File: src/rtl/gcc_pkg.sv
package gcc_pkg;

    localparam int G_STAGES = 10;
    localparam int CODE_LEN = 1023;

    typedef logic signed [2:0] lvl_t;

    // octant-centred cosine levels
    function automatic lvl_t cos8(input logic [2:0] oct);
        case (oct)
            3'd0, 3'd7: cos8 = 3'sd2;
            3'd1, 3'd6: cos8 = 3'sd1;
            3'd2, 3'd5: cos8 = -3'sd1;
            default:    cos8 = -3'sd2;
        endcase
    endfunction

    function automatic lvl_t sin8(input logic [2:0] oct);
        case (oct)
            3'd0, 3'd3: sin8 = 3'sd1;
            3'd1, 3'd2: sin8 = 3'sd2;
            3'd4, 3'd7: sin8 = -3'sd1;
            default:    sin8 = -3'sd2;
        endcase
    endfunction

    // pick stage idx (1..10) of a shift register, 0 outside that range
    function automatic logic stage_pick(input logic [10:1] g, input logic [3:0] idx);
        logic [10:0] gx;
        gx = {g, 1'b0};
        stage_pick = (idx <= 4'd10) ? gx[idx] : 1'b0;
    endfunction

endpackage

File: src/rtl/gcc_carrier_nco.sv
module gcc_carrier_nco
    import gcc_pkg::*;
#(
    parameter int PH_W  = 32,
    parameter int IDX_W = 3
) (
    input  logic            clk,
    input  logic            rst_n,
    input  logic            smp_en,
    input  logic [PH_W-1:0] fcw,
    output lvl_t            cos_o,
    output lvl_t            sin_o
);

    typedef struct packed {
        logic [PH_W-1:0] ph;
    } nco_st_t;

    nco_st_t st_d, st_q;

    always_comb begin
        st_d = st_q;
        if (smp_en) begin
            st_d.ph = st_q.ph + fcw;
        end
    end

    always_ff @(posedge clk or negedge rst_n) begin
        if (!rst_n) begin
            st_q <= '0;
        end else begin
            st_q <= st_d;
        end
    end

    generate
        if (IDX_W >= 3) begin : g_oct
            assign cos_o = cos8(st_q.ph[PH_W-1 -: 3]);
            assign sin_o = sin8(st_q.ph[PH_W-1 -: 3]);
        end else begin : g_quad
            logic [1:0] quad;
            assign quad  = st_q.ph[PH_W-1 -: 2];
            assign cos_o = (quad == 2'd1 || quad == 2'd2) ? -3'sd1 : 3'sd1;
            assign sin_o = quad[1] ? -3'sd1 : 3'sd1;
        end
    endgenerate


    car_hold_chk: assert property (@(posedge clk) disable iff (!rst_n)
        !smp_en |=> $stable(st_q.ph));

endmodule

File: src/rtl/gcc_code_gen.sv
module gcc_code_gen
    import gcc_pkg::*;
#(
    parameter int PH_W   = 32,
    parameter int SLEW_W = 11,
    parameter int CNT_W  = $clog2(CODE_LEN)
) (
    input  logic              clk,
    input  logic              rst_n,
    input  logic              smp_en,
    input  logic              restart,
    input  logic [PH_W-1:0]   fcw,
    input  logic              sel_preset,
    input  logic [9:0]        sel_val,
    input  logic              slew_ld,
    input  logic [SLEW_W-1:0] slew_val,
    output logic              early_o,
    output logic              prompt_o,
    output logic              late_o,
    output logic              epoch_o
);

    localparam logic [CNT_W-1:0] LAST_CHIP = CNT_W'(CODE_LEN - 1);

    typedef struct packed {
        logic [PH_W-1:0]   ph;
        logic [10:1]       g1;
        logic [10:1]       g2;
        logic [CNT_W-1:0]  cnt;
        logic              p;
        logic              l;
        logic [SLEW_W-1:0] slew;
    } code_st_t;

    code_st_t st_d, st_q;

    logic [PH_W:0] sum;
    logic          half, chip, swallow;
    logic          g1_fb, g2_fb;

    always_comb begin
        sum     = {1'b0, st_q.ph} + {1'b0, fcw};
        half    = sum[PH_W-1] ^ st_q.ph[PH_W-1];
        chip    = sum[PH_W];
        swallow = half && (st_q.slew != '0);
        g1_fb   = st_q.g1[3] ^ st_q.g1[10];
        g2_fb   = st_q.g2[2] ^ st_q.g2[3] ^ st_q.g2[6] ^ st_q.g2[8] ^ st_q.g2[9] ^ st_q.g2[10];
        if (sel_preset) begin
            early_o = st_q.g1[10] ^ st_q.g2[10];
        end else begin
            early_o = st_q.g1[10] ^ stage_pick(st_q.g2, sel_val[7:4])
                                  ^ stage_pick(st_q.g2, sel_val[3:0]);
        end
        epoch_o = smp_en && !restart && chip && !swallow && (st_q.cnt == LAST_CHIP);

        st_d = st_q;
        if (restart) begin
            st_d.ph   = '0;
            st_d.g1   = '1;
            st_d.g2   = sel_preset ? sel_val : '1;
            st_d.cnt  = '0;
            st_d.p    = 1'b0;
            st_d.l    = 1'b0;
            st_d.slew = '0;
        end else begin
            if (smp_en) begin
                st_d.ph = sum[PH_W-1:0];
                if (swallow) begin
                    st_d.slew = st_q.slew - SLEW_W'(1);
                end else if (half) begin
                    st_d.l = st_q.p;
                    st_d.p = early_o;
                    if (chip) begin
                        st_d.g1  = {st_q.g1[9:1], g1_fb};
                        st_d.g2  = {st_q.g2[9:1], g2_fb};
                        st_d.cnt = (st_q.cnt == LAST_CHIP) ? '0 : st_q.cnt + CNT_W'(1);
                    end
                end
            end
            if (slew_ld) begin
                st_d.slew = slew_val;
            end
        end
    end

    always_ff @(posedge clk or negedge rst_n) begin
        if (!rst_n) begin
            st_q      <= '0;
            st_q.g1   <= '1;
            st_q.g2   <= '1;
        end else begin
            st_q <= st_d;
        end
    end

    assign prompt_o = st_q.p;
    assign late_o   = st_q.l;


    late_follow_chk: assert property (@(posedge clk) disable iff (!rst_n)
        (smp_en && half && !swallow && !restart) |=> (late_o == $past(prompt_o)));


    slew_hold_chk: assert property (@(posedge clk) disable iff (!rst_n)
        (smp_en && swallow && !restart) |=> ($stable(prompt_o) && $stable(late_o) && $stable(st_q.cnt)));


    chip_wrap_chk: assert property (@(posedge clk) disable iff (!rst_n)
        (epoch_o && !slew_ld) |=> (st_q.cnt == '0));

endmodule

File: src/rtl/gcc_accum.sv
module gcc_accum
    import gcc_pkg::*;
#(
    parameter int ACC_W = 20
) (
    input  logic                   clk,
    input  logic                   rst_n,
    input  logic                   smp_en,
    input  logic                   restart,
    input  logic                   ack,
    input  logic                   smp_sign,
    input  logic                   smp_mag,
    input  lvl_t                   cos_i,
    input  lvl_t                   sin_i,
    input  logic                   early_i,
    input  logic                   prompt_i,
    input  logic                   late_i,
    input  logic                   epoch_i,
    output logic [5:0][ACC_W-1:0]  hold_o,
    output logic                   ready_o,
    output logic                   overrun_o
);

    localparam int N_ACC = 6;

    typedef struct packed {
        logic [N_ACC-1:0][ACC_W-1:0] acc;
        logic [N_ACC-1:0][ACC_W-1:0] hold;
        logic                        ready;
        logic                        ovr;
    } acc_st_t;

    acc_st_t st_d, st_q;

    logic signed [5:0] x6, c6, s6, bi, bq;
    logic        [2:0] rep;
    logic signed [5:0] prod [N_ACC];
    logic [N_ACC-1:0][ACC_W-1:0] ext;

    always_comb begin
        x6  = smp_mag ? 6'sd3 : 6'sd1;
        if (smp_sign) x6 = -x6;
        c6  = 6'(cos_i);
        s6  = 6'(sin_i);
        bi  = x6 * c6;
        bq  = x6 * s6;
        rep = {late_i, prompt_i, early_i};
        for (int k = 0; k < N_ACC; k++) begin
            prod[k] = (k % 2 == 1) ? bq : bi;
            if (rep[k/2]) prod[k] = -prod[k];
            ext[k]  = ACC_W'(prod[k]);
        end

        st_d = st_q;
        if (restart) begin
            st_d.acc   = '0;
            st_d.ready = 1'b0;
            st_d.ovr   = 1'b0;
        end else if (smp_en && epoch_i) begin
            for (int k = 0; k < N_ACC; k++) begin
                st_d.hold[k] = st_q.acc[k] + ext[k];
            end
            st_d.acc   = '0;
            st_d.ready = 1'b1;
            if (st_q.ready && !ack) st_d.ovr = 1'b1;
        end else begin
            if (smp_en) begin
                for (int k = 0; k < N_ACC; k++) begin
                    st_d.acc[k] = st_q.acc[k] + ext[k];
                end
            end
            if (ack) st_d.ready = 1'b0;
        end
    end

    always_ff @(posedge clk or negedge rst_n) begin
        if (!rst_n) begin
            st_q <= '0;
        end else begin
            st_q <= st_d;
        end
    end

    assign hold_o    = st_q.hold;
    assign ready_o   = st_q.ready;
    assign overrun_o = st_q.ovr;


    dump_flag_chk: assert property (@(posedge clk) disable iff (!rst_n)
        (smp_en && epoch_i && !restart) |=> ready_o);


    ack_clear_chk: assert property (@(posedge clk) disable iff (!rst_n)
        (ack && !(smp_en && epoch_i) && !restart) |=> !ready_o);


    collide_chk: assert property (@(posedge clk) disable iff (!rst_n)
        (smp_en && epoch_i && ack && !overrun_o && !restart) |=> (ready_o && !overrun_o));


    ovr_set_chk: assert property (@(posedge clk) disable iff (!rst_n)
        (smp_en && epoch_i && ready_o && !ack && !restart) |=> overrun_o);


    ovr_sticky_chk: assert property (@(posedge clk) disable iff (!rst_n)
        (overrun_o && !restart) |=> overrun_o);


    restart_clr_chk: assert property (@(posedge clk) disable iff (!rst_n)
        restart |=> (!ready_o && !overrun_o && $stable(hold_o)));


    idle_hold_chk: assert property (@(posedge clk) disable iff (!rst_n)
        (!smp_en && !restart) |=> ($stable(st_q.acc) && $stable(hold_o)));

endmodule

File: src/rtl/gnss_corr_chan.sv
module gnss_corr_chan
    import gcc_pkg::*;
#(
    parameter int ACC_W  = 20,
    parameter int PH_W   = 32,
    parameter int SLEW_W = 11,
    parameter int IDX_W  = 3
) (
    input  logic                    clk,
    input  logic                    rst_n,
    input  logic                    cfg_we,
    input  logic [1:0]              cfg_addr,
    input  logic [31:0]             cfg_wdata,
    input  logic                    smp_en,
    input  logic                    smp_sign,
    input  logic                    smp_mag,
    input  logic                    dump_ack,
    output logic                    dump_ready,
    output logic                    dump_overrun,
    output logic signed [ACC_W-1:0] hold_ei,
    output logic signed [ACC_W-1:0] hold_eq,
    output logic signed [ACC_W-1:0] hold_pi,
    output logic signed [ACC_W-1:0] hold_pq,
    output logic signed [ACC_W-1:0] hold_li,
    output logic signed [ACC_W-1:0] hold_lq
);

    localparam logic [1:0] A_CAR  = 2'd0;
    localparam logic [1:0] A_CODE = 2'd1;
    localparam logic [1:0] A_SEL  = 2'd2;
    localparam logic [1:0] A_SLEW = 2'd3;

    typedef struct packed {
        logic [PH_W-1:0] car_fcw;
        logic [PH_W-1:0] code_fcw;
        logic            preset;
        logic [9:0]      sel;
    } cfg_t;

    cfg_t cfg_d, cfg_q;

    logic       restart, slew_ld, sel_preset_w;
    logic [9:0] sel_w;

    always_comb begin
        restart = cfg_we && (cfg_addr == A_SEL);
        slew_ld = cfg_we && (cfg_addr == A_SLEW);
        cfg_d   = cfg_q;
        if (cfg_we) begin
            case (cfg_addr)
                A_CAR:   cfg_d.car_fcw  = cfg_wdata[PH_W-1:0];
                A_CODE:  cfg_d.code_fcw = cfg_wdata[PH_W-1:0];
                A_SEL: begin
                    cfg_d.preset = cfg_wdata[16];
                    cfg_d.sel    = cfg_wdata[9:0];
                end
                default: ;
            endcase
        end
        sel_preset_w = restart ? cfg_wdata[16]  : cfg_q.preset;
        sel_w        = restart ? cfg_wdata[9:0] : cfg_q.sel;
    end

    always_ff @(posedge clk or negedge rst_n) begin
        if (!rst_n) begin
            cfg_q     <= '0;
            cfg_q.sel <= 10'h026;
        end else begin
            cfg_q <= cfg_d;
        end
    end

    lvl_t cos_w, sin_w;
    logic early_w, prompt_w, late_w, epoch_w;
    logic [5:0][ACC_W-1:0] hold_w;

    gcc_carrier_nco #(.PH_W(PH_W), .IDX_W(IDX_W)) u_car (
        .clk    (clk),
        .rst_n  (rst_n),
        .smp_en (smp_en),
        .fcw    (cfg_q.car_fcw),
        .cos_o  (cos_w),
        .sin_o  (sin_w)
    );

    gcc_code_gen #(.PH_W(PH_W), .SLEW_W(SLEW_W)) u_code (
        .clk        (clk),
        .rst_n      (rst_n),
        .smp_en     (smp_en),
        .restart    (restart),
        .fcw        (cfg_q.code_fcw),
        .sel_preset (sel_preset_w),
        .sel_val    (sel_w),
        .slew_ld    (slew_ld),
        .slew_val   (cfg_wdata[SLEW_W-1:0]),
        .early_o    (early_w),
        .prompt_o   (prompt_w),
        .late_o     (late_w),
        .epoch_o    (epoch_w)
    );

    gcc_accum #(.ACC_W(ACC_W)) u_acc (
        .clk       (clk),
        .rst_n     (rst_n),
        .smp_en    (smp_en),
        .restart   (restart),
        .ack       (dump_ack),
        .smp_sign  (smp_sign),
        .smp_mag   (smp_mag),
        .cos_i     (cos_w),
        .sin_i     (sin_w),
        .early_i   (early_w),
        .prompt_i  (prompt_w),
        .late_i    (late_w),
        .epoch_i   (epoch_w),
        .hold_o    (hold_w),
        .ready_o   (dump_ready),
        .overrun_o (dump_overrun)
    );

    assign hold_ei = hold_w[0];
    assign hold_eq = hold_w[1];
    assign hold_pi = hold_w[2];
    assign hold_pq = hold_w[3];
    assign hold_li = hold_w[4];
    assign hold_lq = hold_w[5];


    cfg_write_chk: assert property (@(posedge clk) disable iff (!rst_n)
        (cfg_we && cfg_addr == A_CAR) |=> (cfg_q.car_fcw == $past(cfg_wdata[PH_W-1:0])));

endmodule

File: config.mk
export PLATFORM = sky130hd
export DESIGN_NAME = gnss_corr_chan
export DESIGN_NICKNAME = d
export VERILOG_FILES = /design/src/rtl/gcc_pkg.sv /design/src/rtl/gcc_carrier_nco.sv /design/src/rtl/gcc_code_gen.sv /design/src/rtl/gcc_accum.sv /design/src/rtl/gnss_corr_chan.sv
export SDC_FILE = /design/constraint.sdc
export NUM_CORES = 1
export LEC_CHECK = 0
export ABC_AREA = 1
export BUFFER_PORTS_ARGS = -buffer_cell sky130_fd_sc_hd__buf_2
export CORE_MARGIN = 2
export CORE_UTILIZATION = 28
export CTS_BUF_LIST = sky130_fd_sc_hd__clkbuf_4 sky130_fd_sc_hd__clkbuf_8 sky130_fd_sc_hd__clkbuf_16
export DETAILED_ROUTE_END_ITERATION = 10
export PLACE_DENSITY_LB_ADDON = 0.1
export SYNTH_ARGS = -nofsm -noshare
export SYNTH_HDL_FRONTEND = slang
export SYNTH_HIERARCHICAL = 1
export SYNTH_SLANG_ARGS = --single-unit
export TNS_END_PERCENT = 10
File: constraint.sdc
create_clock -name clk -period 4.4 [get_ports clk]
set_input_delay 0.88 -clock clk [delete_from_list [all_inputs] [get_ports clk]]
set_output_delay 0.88 -clock clk [all_outputs]
set_load 0.01 [all_outputs]
==> results.json, run 1 <==
{
  "yosysWarnings": 6,
  "rsz0062_at_grt": "true",
  "dp_cells": 5996,
  "root_buffer": "clkbuf_16",
  "use_met3_pct": 2.41,
  "synth-edff-count": 0,
  "grt_pass1_wl_mm": 161,
  "hold_ws_ps": 233,
  "nets": 4954,
  "grt_use_met1_pct": 25.7,
  "cp_max_fo": 8,
  "finalMaxSlewViolations": 0,
  "io_buffers": 162,
  "die_h_um": 332,
  "hold_path.class": "in -> async",
  "via_per_inst": 4.62,
  "grtUsageMet2_pct": 29.2,
  "die_area_um2": 110000,
  "critPathArrivalTime_ps": 5460,
  "vias": 28400,
  "numCtsBuffers": 56,
  "wl_mm": 101,
  "core_um2": 107000,
  "h-tree-depth": 2,
  "cp-endpoint": "u_acc/hold_o[113]",
  "grt_pass1_vias": 28400,
  "slew_headroom_pct": 41.1,
  "grt_usage_pct": 18.2,
  "outcome": "finished with violations",
  "hold_buffers": 0,
  "crit_path_frequent_cell": "inv_2",
  "gp_congestion": 0.851,
  "start_util_pct": 28.2,
  "hold_viol": 0,
  "drt_first_pass_iters": 5,
  "ys_types": 59,
  "ys_ff_latch": 424,
  "clock-sinks": 424,
  "r2r-start": "u_car/st_q[29]",
  "syn_area_um2": 30200,
  "critPathCaptureType": "flop",
  "syn_inst": 4229,
  "dp_hpwl_mm": 74.0,
  "clockBufferDepth": 3,
  "grt_max_degree": 78,
  "ys.flop_type": "dfrtp_1",
  "fin_ws_ps": -525,
  "die_w_um": 332,
  "period_share_pct": 112,
  "areaGrowthSynthToFinish_pct": 32.6,
  "drc": 0,
  "wl_per_cell_um": 16.5,
  "async_reset_ff_share_pct": 100,
  "violations": "setup timing",
  "grt.busiest_layer": "met2",
  "seq_area_frac_synth_pct": 35.3,
  "path_class": "reg -> reg",
  "critical_path_required_ps": 4940,
  "rows": 120,
  "worst_slew_pin_slew_ps": 880,
  "setup_violations": 176,
  "stdcell_count": 6142,
  "clk_latency_ps": 670,
  "syn_nets": 4492,
  "r2r_slack_ps": -530,
  "crit_start": "u_car/st_q[29]",
  "worst_setup_path_start_kind": "flop",
  "period_needed_ps": 4930,
  "worst_path_max_delay_cell": "fa_1",
  "ant_nets": 0,
  "drive_gt1_share_pct": 27.1,
  "drt_iter0_drc": 1580,
  "cts.clk_slew.worst_paths_ps": 60,
  "avgSynthCellArea_um2": 7.13,
  "r2r-end": "u_acc/hold_o[113]",
  "fmax_mhz": 203,
  "max_cap_violations": 0,
  "gr-total-overflow": 0,
  "cpPeakStageDelay_ps": 480,
  "cts_tree": "yes",
  "antenna_found_initial": 0,
  "place_ws_ps": -1010,
  "ff2ff_path_depth": 29,
  "num_io_pins": 163,
  "fin_worst_skew_ps": 40.1
}
[Yosys cell counts, drive strengths merged, types with 7 or more instances]
master     n  area, µm²
a21boi     7       52.6
a21o      21        158
a21oi    184        951
buf      180       1270
clkbuf    56        210
dfrtp    401      10000
dfstp     23        604
fa        14        280
ha       208       2600
inv      375       1410
nand2   1533       5850
nand3    367       1880
nand3b    37        278
nand4     80        507
nor2     276       1080
nor3      43        240
o211ai     7       52.6
o21ai    227       1150
o21bai    18        135
o22ai      7       43.8
or2       14       87.6
xnor2     55        482
xor2      46        410
[routing by layer]
metal / wire length (µm) / vias to the layer above
li1: - / 14600
met1: 49700 / 13300
met2: 45400 / 375
met3: 3520 / 123
met4: 2530 / 0
met5: 0 / -
[kinds of logic after synthesis]
| family | after synthesis | share of synthesized area [%] |
|---|---|---|
| adders and majority gates | 222 | 9.56 |
| AOI/OAI and AO/OA | 506 | 9.35 |
| DFF | 424 | 35.3 |
| buffers and inverters | 611 | 9.57 |
| and+or+nand+nor | 2364 | 33.3 |
| muxes | 1 | 0.0332 |
| xor gates and xnor gates | 101 | 2.96 |
[what timing repair did]
item,4_1_cts,5_1_grt
setup buffers,11,24
hold endpoints to repair,0,0
setup endpoints to repair,192,202
pin swaps,72,124
cloned,6,0
gates resized for setup,185,274
[stage by stage]
stage,TNS [ps],util [%],instance area (µm²)
after global routing,-109650,37.4,40000
after detailed placement,-152180,33.2,35500
final,-60810,37.4,40000
after floorplan,-7080,-,31000
after global placement,-149980,33.2,35500
after CTS,-66320,36.1,38600
[cell type report]
type / instances / area [µm²]
antenna: 2 / 5.00
clock buffer: 67 / 1540
clock inverter: 37 / 480
fill: 11300 / 66900
inverter: 375 / 1430
multi-input combinational: 3200 / 19500
sequential: 424 / 10600
tap: 1403 / 1760
timing repair buffer: 634 / 4630
[critical path: cells and delay by family (launching register included)]
family	cells	cell delay, ps
buffers and inverters	8	780
and+or+nand+nor	14	1610
DFF	1	430
AOI/OAI and AO/OA	1	170
adders and majority gates	6	1790
[registers in the layout, indices dropped and copies added (netlist names)]
signal           cells
u_acc/ready_o        1
u_acc/hold_o       120
u_code/prompt_o      1
cfg_q               75
u_acc/st_q         120
u_code/late_o        1
u_code/st_q         73
u_car/st_q          32
u_acc/overrun_o      1
[how the worst min path moves through the flow]
stage / startpoint / to / slack [ps] / depth (start not counted)
2_1_floorplan: cfg_q[0] / cfg_q[0] / 440 / 2
3_3_place_gp: cfg_q[3] / cfg_q[3] / 450 / 2
3_5_place_dp: cfg_q[10] / cfg_q[10] / 450 / 2
4_1_cts: rst_n / u_car/st_q[24] / 220 / 1
5_1_grt: rst_n / cfg_q[63] / 270 / 1
6_report: rst_n / cfg_q[67] / 230 / 1
[placed cells by master, fill, tap and decap left out, types with 32 or more instances in the layout]
master,n
a21oi_1,119
a21oi_2,57
buf_2,161
buf_4,437
clkbuf_16,56
dfrtp_1,400
ha_1,121
ha_4,82
inv_1,336
inv_2,32
nand2_1,1423
nand2_2,83
nand3_1,305
nand3_2,45
nand3b_1,37
nand4_1,79
nor2_1,216
nor2_2,45
o21ai_0,158
o21ai_1,58
xnor2_1,37
xor2_1,32
Power of run 1 is not shown: default switching activity piles up to over one toggle a cycle in this logic, so the estimate is an artifact.
==> inputs of run 2 (changes only) <==
ABC_AREA = not set   (was 1)
==> run 2 against run 1 <==
Effect of this change:
- the run still ends with setup timing left
- via count is 19% lower
- cell count shrank 24%
- non-clock buffer count shrank 14
- utilization fell by 0.38 points
- setup slack got worse by 640 ps
- clock skew shrank 9.5 ps
- global-route usage fell by 2.1 points
- first-iteration DRC count decreased by 33%
- worst hold slack improved by 44 ps
- area after synthesis shrank 7.9%
==> results.json, run 2 <==
{
  "cts.clk_slew.worst_paths_ps": 60,
  "fmax_mhz": 180,
  "n_antenna_cell": 0,
  "ys.flop_type": "dfrtp_1",
  "ant_nets": 0,
  "worst_setup_path_start_kind": "flop",
  "clockBufferDepth": 3,
  "r2r-start": "u_car/st_q[29]",
  "drt_first_pass_iters": 5,
  "start_util_pct": 28.2,
  "io_buffers": 162,
  "setup_violations": 178,
  "die_area_um2": 102000,
  "critical_path_required_ps": 4910,
  "gp_congestion": 0.847,
  "max_cap_violations": 0,
  "netlist.area_leader.share_pct": 36.1,
  "n_fill_cell": 9991,
  "ff2ff_path_depth": 23,
  "worst_slew_pin_slew_ps": 1130,
  "ys_ff_latch": 424,
  "seq_area_frac_synth_pct": 38.3,
  "layout_common_cells": "426 x buf_4, 401 x dfrtp_1, 320 x nand2_1, 207 x o21ai_0, 169 x ha_1",
  "syn_nets": 3183,
  "antenna_found_initial": 2,
  "dp_hpwl_mm": 59.8,
  "clock-sinks": 424,
  "crit_start": "u_car/st_q[29]",
  "cp_max_fo": 5,
  "slew_headroom_pct": 24.1,
  "outcome": "finished with violations",
  "drt_iter0_drc": 1060,
  "drive_gt1_share_pct": 33.7,
  "grt_max_degree": 90,
  "rsz0062_at_grt": "true",
  "period_share_pct": 126,
  "grt_pass1_vias": 24100,
  "die_h_um": 319,
  "violations": "setup timing",
  "wl_mm": 82.7,
  "avgSynthCellArea_um2": 9.51,
  "grt_usage_pct": 16.2,
  "yosysWarnings": 6,
  "layout_commonest_cell": "buf_4",
  "num_io_pins": 163,
  "syn_area_um2": 27800,
  "r2r_slack_ps": -1160,
  "synthTopCellsByCount": "401 x dfrtp_1, 327 x nand2_1, 290 x o21ai_0",
  "clk_latency_ps": 650,
  "vias": 22900,
  "drc": 0,
  "ys_types": 98,
  "critPathCaptureType": "flop",
  "hold_buffers": 0,
  "grt_pass1_wl_mm": 133,
  "wl_per_cell_um": 17.6,
  "period_needed_ps": 5560,
  "synth_top_area_cell": "dfrtp_1",
  "dp_cells": 4548,
  "synth.most_common_cell": "dfrtp_1",
  "r2r-end": "u_acc/st_q[239]",
  "stdcell_count": 4691,
  "hold_path.class": "in -> async",
  "fin_ws_ps": -1160,
  "core_um2": 98400,
  "rows": 115,
  "cts_tree": "yes",
  "synth_area_leaders": "dfrtp_1 36%, ha_1 9.4%, o21ai_0 5.2%, mux2_2 5.1%, nand2_1 4.4%",
  "root_buffer": "clkbuf_16",
  "gr-total-overflow": 0,
  "place_ws_ps": -1590,
  "via_per_inst": 4.88,
  "critPathArrivalTime_ps": 6070,
  "h-tree-depth": 2,
  "finalMaxSlewViolations": 0,
  "syn_inst": 2920,
  "synth-edff-count": 0,
  "die_w_um": 319,
  "fin_worst_skew_ps": 30.6,
  "hold_viol": 0,
  "numCtsBuffers": 56,
  "async_reset_ff_share_pct": 100,
  "areaGrowthSynthToFinish_pct": 31.2,
  "nets": 3619,
  "path_class": "reg -> reg"
}
-- run 2: what timing repair did --
item | 4_1_cts | 5_1_grt
cloned | 2 | 1
buffers inserted | 28 | 9
pin swaps | 90 | 63
gates resized for setup | 159 | 139
setup endpoints to repair | 187 | 194
-- run 2: metal layers --
metal  vias to the layer above  routed length [µm]  part of all wire (%)  track usage [%]
li1                      11300                   -                     -                -
met1                     11200               38400                    46             21.3
met2                       343               39300                    47             27.3
met3                       107                2820                   3.4             2.22
met4                         0                2240                   2.7             5.09
met5                         -                   0                     0                0
-- run 2: how the worst max path moves through the flow --
stage | end | slack [ps] | depth (start not counted)
floorplan | u_acc/st_q[241] | -1150 | 22
global placement | u_acc/hold_o[16] | -1510 | 24
detailed placement | u_acc/st_q[241] | -1590 | 20
CTS | u_acc/hold_o[19] | -1180 | 29
global route | u_acc/hold_o[17] | -1430 | 31
finish | u_acc/st_q[239] | -1160 | 23
-- run 2: kinds of logic (layout without fill, tap and decap cells) --
group                    count (synthesis)  after routing  synth area share [%]
AND/OR/NAND/NOR                        740            740                  12.6
XOR/XNOR                               205            207                  6.71
multiplexers                           170            170                  6.80
flip-flops                             424            424                  38.3
AO/OA/AOI/OAI                          826            826                  18.8
buffers and inverters                  333            815                  6.44
adder cells (fa/ha/maj)                222            222                  10.4
-- run 2: layout make-up --
class / count / area (µm²) / area share (%)
multi-input combinational: 2165 / 17200 / 47.1
timing repair buffer: 620 / 4560 / 12.5
tap: 1287 / 1610 / 4.42
clock buffer: 72 / 1600 / 4.40
inverter: 89 / 334 / 0.917
sequential: 424 / 10600 / 29.2
clock inverter: 34 / 514 / 1.41
-- run 2: stage by stage --
| stage | hold slack (ps) | area [µm²] | TNS [ps] | utilization, % |
|---|---|---|---|---|
| after global routing | 318 | 36400 | -187930 | 37.0 |
| after CTS | 297 | 35700 | -146660 | 36.2 |
| after floorplan | 450 | 28200 | -114410 | - |
| final | 277 | 36400 | -140930 | 37.0 |
| after global placement | 461 | 32500 | -199500 | 33.0 |
| after detailed placement | 466 | 32500 | -217700 | 33.0 |
-- run 2: critical path, stage by stage, from the launching register on --
cell	delay (ps)
dfrtp_1	410
buf_4	160
ha_4	170
o41ai_4	370
inv_1	110
nor2_2	130
fa_1	430
ha_1	310
ha_2	170
inv_2	40
fa_2	530
or3b_4	420
nand2_4	110
xnor2_4	220
buf_6	210
ha_4	220
a21o_1	200
a2111oi_4	280
o32a_1	290
buf_4	150
o21bai_1	50
a21oi_1	160
xor2_1	210
o21ai_1	90
Power of run 2 is left out for the same reason.
==> inputs of run 3 (changes only) <==
PLACE_DENSITY = 0.42   (was not set)
PLACE_DENSITY_LB_ADDON = not set   (was 0.1)
==> run 3 against run 2 <==
Effect of this change:
- the flow still finishes with violations (setup timing)
- critical path depth fell by 1
- sequential cell count did not move
- via count about the same
- non-clock buffer count shrank 18
- die area did not move
- clock-buffer cell count increased by 11
- critical path type unchanged
==> results.json, run 3 (same netlist as run 2, synthesis figures left out) <==
{
  "layout_commonest_cell": "buf_4",
  "fmax_mhz": 180,
  "numCtsBuffers": 55,
  "r2r-start": "u_car/st_q[30]",
  "drt_first_pass_iters": 5,
  "die_w_um": 319,
  "finalMaxSlewViolations": 0,
  "fin_ws_ps": -1140,
  "drc": 0,
  "worst_setup_path_start_kind": "flop",
  "gr-total-overflow": 0,
  "layout_common_cells": "402 x buf_4, 401 x dfrtp_1, 318 x nand2_1, 189 x o21ai_0, 170 x ha_1",
  "wl_per_cell_um": 17.4,
  "n_fill_cell": 9900,
  "r2r-end": "u_acc/hold_o[78]",
  "path_class": "reg -> reg",
  "r2r_slack_ps": -1140,
  "critPathArrivalTime_ps": 6060,
  "cts.clk_slew.worst_paths_ps": 60,
  "hold_buffers": 0,
  "drive_gt1_share_pct": 33.9,
  "period_share_pct": 126,
  "period_needed_ps": 5540,
  "clockBufferDepth": 3,
  "io_buffers": 162,
  "die_area_um2": 102000,
  "die_h_um": 319,
  "clock-sinks": 424,
  "cts_tree": "yes",
  "grt_usage_pct": 15.8,
  "nets": 3598,
  "hold_path.class": "in -> async",
  "max_cap_violations": 0,
  "hold_viol": 0,
  "areaGrowthSynthToFinish_pct": 30.5,
  "grt_pass1_vias": 23800,
  "violations": "setup timing",
  "tns_ps": -125200,
  "antenna_found_initial": 1,
  "core_um2": 98400,
  "slew_headroom_pct": 11.6,
  "cp_max_fo": 6,
  "num_io_pins": 163,
  "rsz0062_at_grt": "true",
  "rows": 115,
  "setup_violations": 174,
  "critical_path_required_ps": 4920,
  "dp_hpwl_mm": 58.6,
  "via_per_inst": 4.91,
  "start_util_pct": 28.2,
  "root_buffer": "clkbuf_16",
  "grt_max_degree": 105,
  "critPathCaptureType": "flop",
  "ff2ff_path_depth": 22,
  "n_antenna_cell": 0,
  "fin_worst_skew_ps": 36.2,
  "gp_congestion": 0.849,
  "grt_pass1_wl_mm": 131,
  "ant_nets": 0,
  "clk_latency_ps": 640,
  "worst_slew_pin_slew_ps": 1320,
  "outcome": "finished with violations",
  "vias": 22900,
  "fin_util_pct": 36.8,
  "h-tree-depth": 2,
  "drt_iter0_drc": 1080,
  "wl_mm": 81.3
}
==> run 3: cell count changes in the layout (fill, tap and decap cells not counted), moves of 4 or more <==
cell,change
buf_4,-24
buf_6,+5
nor3_1,-4
bufinv_16,-9
o21ai_1,+13
clkbuf_4,+12
o21ai_0,-18
a21oi_4,+5
o21ai_2,+6
clkinv_4,-7
==> run 3: critical path, stage by stage, from the launching register on <==
cell and delay (ps):
dfrtp_1 380, inv_2 80, ha_4 170, buf_6 110
o41ai_4 360, inv_1 110, nor2_2 120, fa_1 400
ha_1 290, ha_2 170, inv_2 40, fa_2 520
or3b_4 420, nand2_4 110, xnor2_4 230, ha_4 300
a211oi_4 270, a21oi_2 110, o31a_1 280, or4_4 500
a31oi_4 220, xor2_2 170, o21ai_1 80
==> run 3: stage by stage <==
stage	cell area, µm²	cells	worst slack (ps)	hold slack (ps)
floorplan	28200	2920	-1150	450
global placement	32400	4531	-1600	462
detailed placement	32400	4531	-1650	465
CTS	35600	4659	-1110	364
global route	36200	4667	-1370	410
finish	36200	4667	-1140	355
==> run 3: worst max path at each step <==
stage	from	to	slack, ps	cells past startpoint
CTS	u_car/st_q[30]	u_acc/st_q[200]	-1110	22
global route	u_car/st_q[30]	u_acc/st_q[241]	-1370	24
floorplan	u_car/st_q[30]	u_acc/st_q[241]	-1150	22
detailed placement	smp_sign	u_acc/st_q[193]	-1650	22
finish	u_car/st_q[30]	u_acc/hold_o[78]	-1140	22
global placement	cfg_addr[0]	u_acc/hold_o[18]	-1600	24
==> run 3: repair_timing <==
item,CTS,global route
buffers inserted,26,8
hold endpoints to repair,0,0
endpoints found under the setup margin,182,186
pin swaps,107,67
gates resized for setup,201,150
gates cloned,1,0
==> run 3: metal layers <==
layer	GRT usage, %	up-vias	share of wire [%]
li1	-	11200	-
met1	20.9	11300	47
met2	27.0	350	48
met3	2.27	94	3.4
met4	4.31	0	2.2
met5	0	-	0
==> run 3: area by class of cell <==
| type | count | area [µm²] | area share, % |
|---|---|---|---|
| Clock buffer | 83 | 1660 | 4.57 |
| Timing Repair Buffer | 602 | 4460 | 12.3 |
| Sequential cell | 424 | 10600 | 29.4 |
| Multi-Input combinational cell | 2163 | 17300 | 47.8 |
| Clock inverter | 19 | 226 | 0.625 |
| Tap cell | 1287 | 1610 | 4.44 |
| Inverter | 89 | 334 | 0.922 |
Power of run 3 is left out for the same reason.
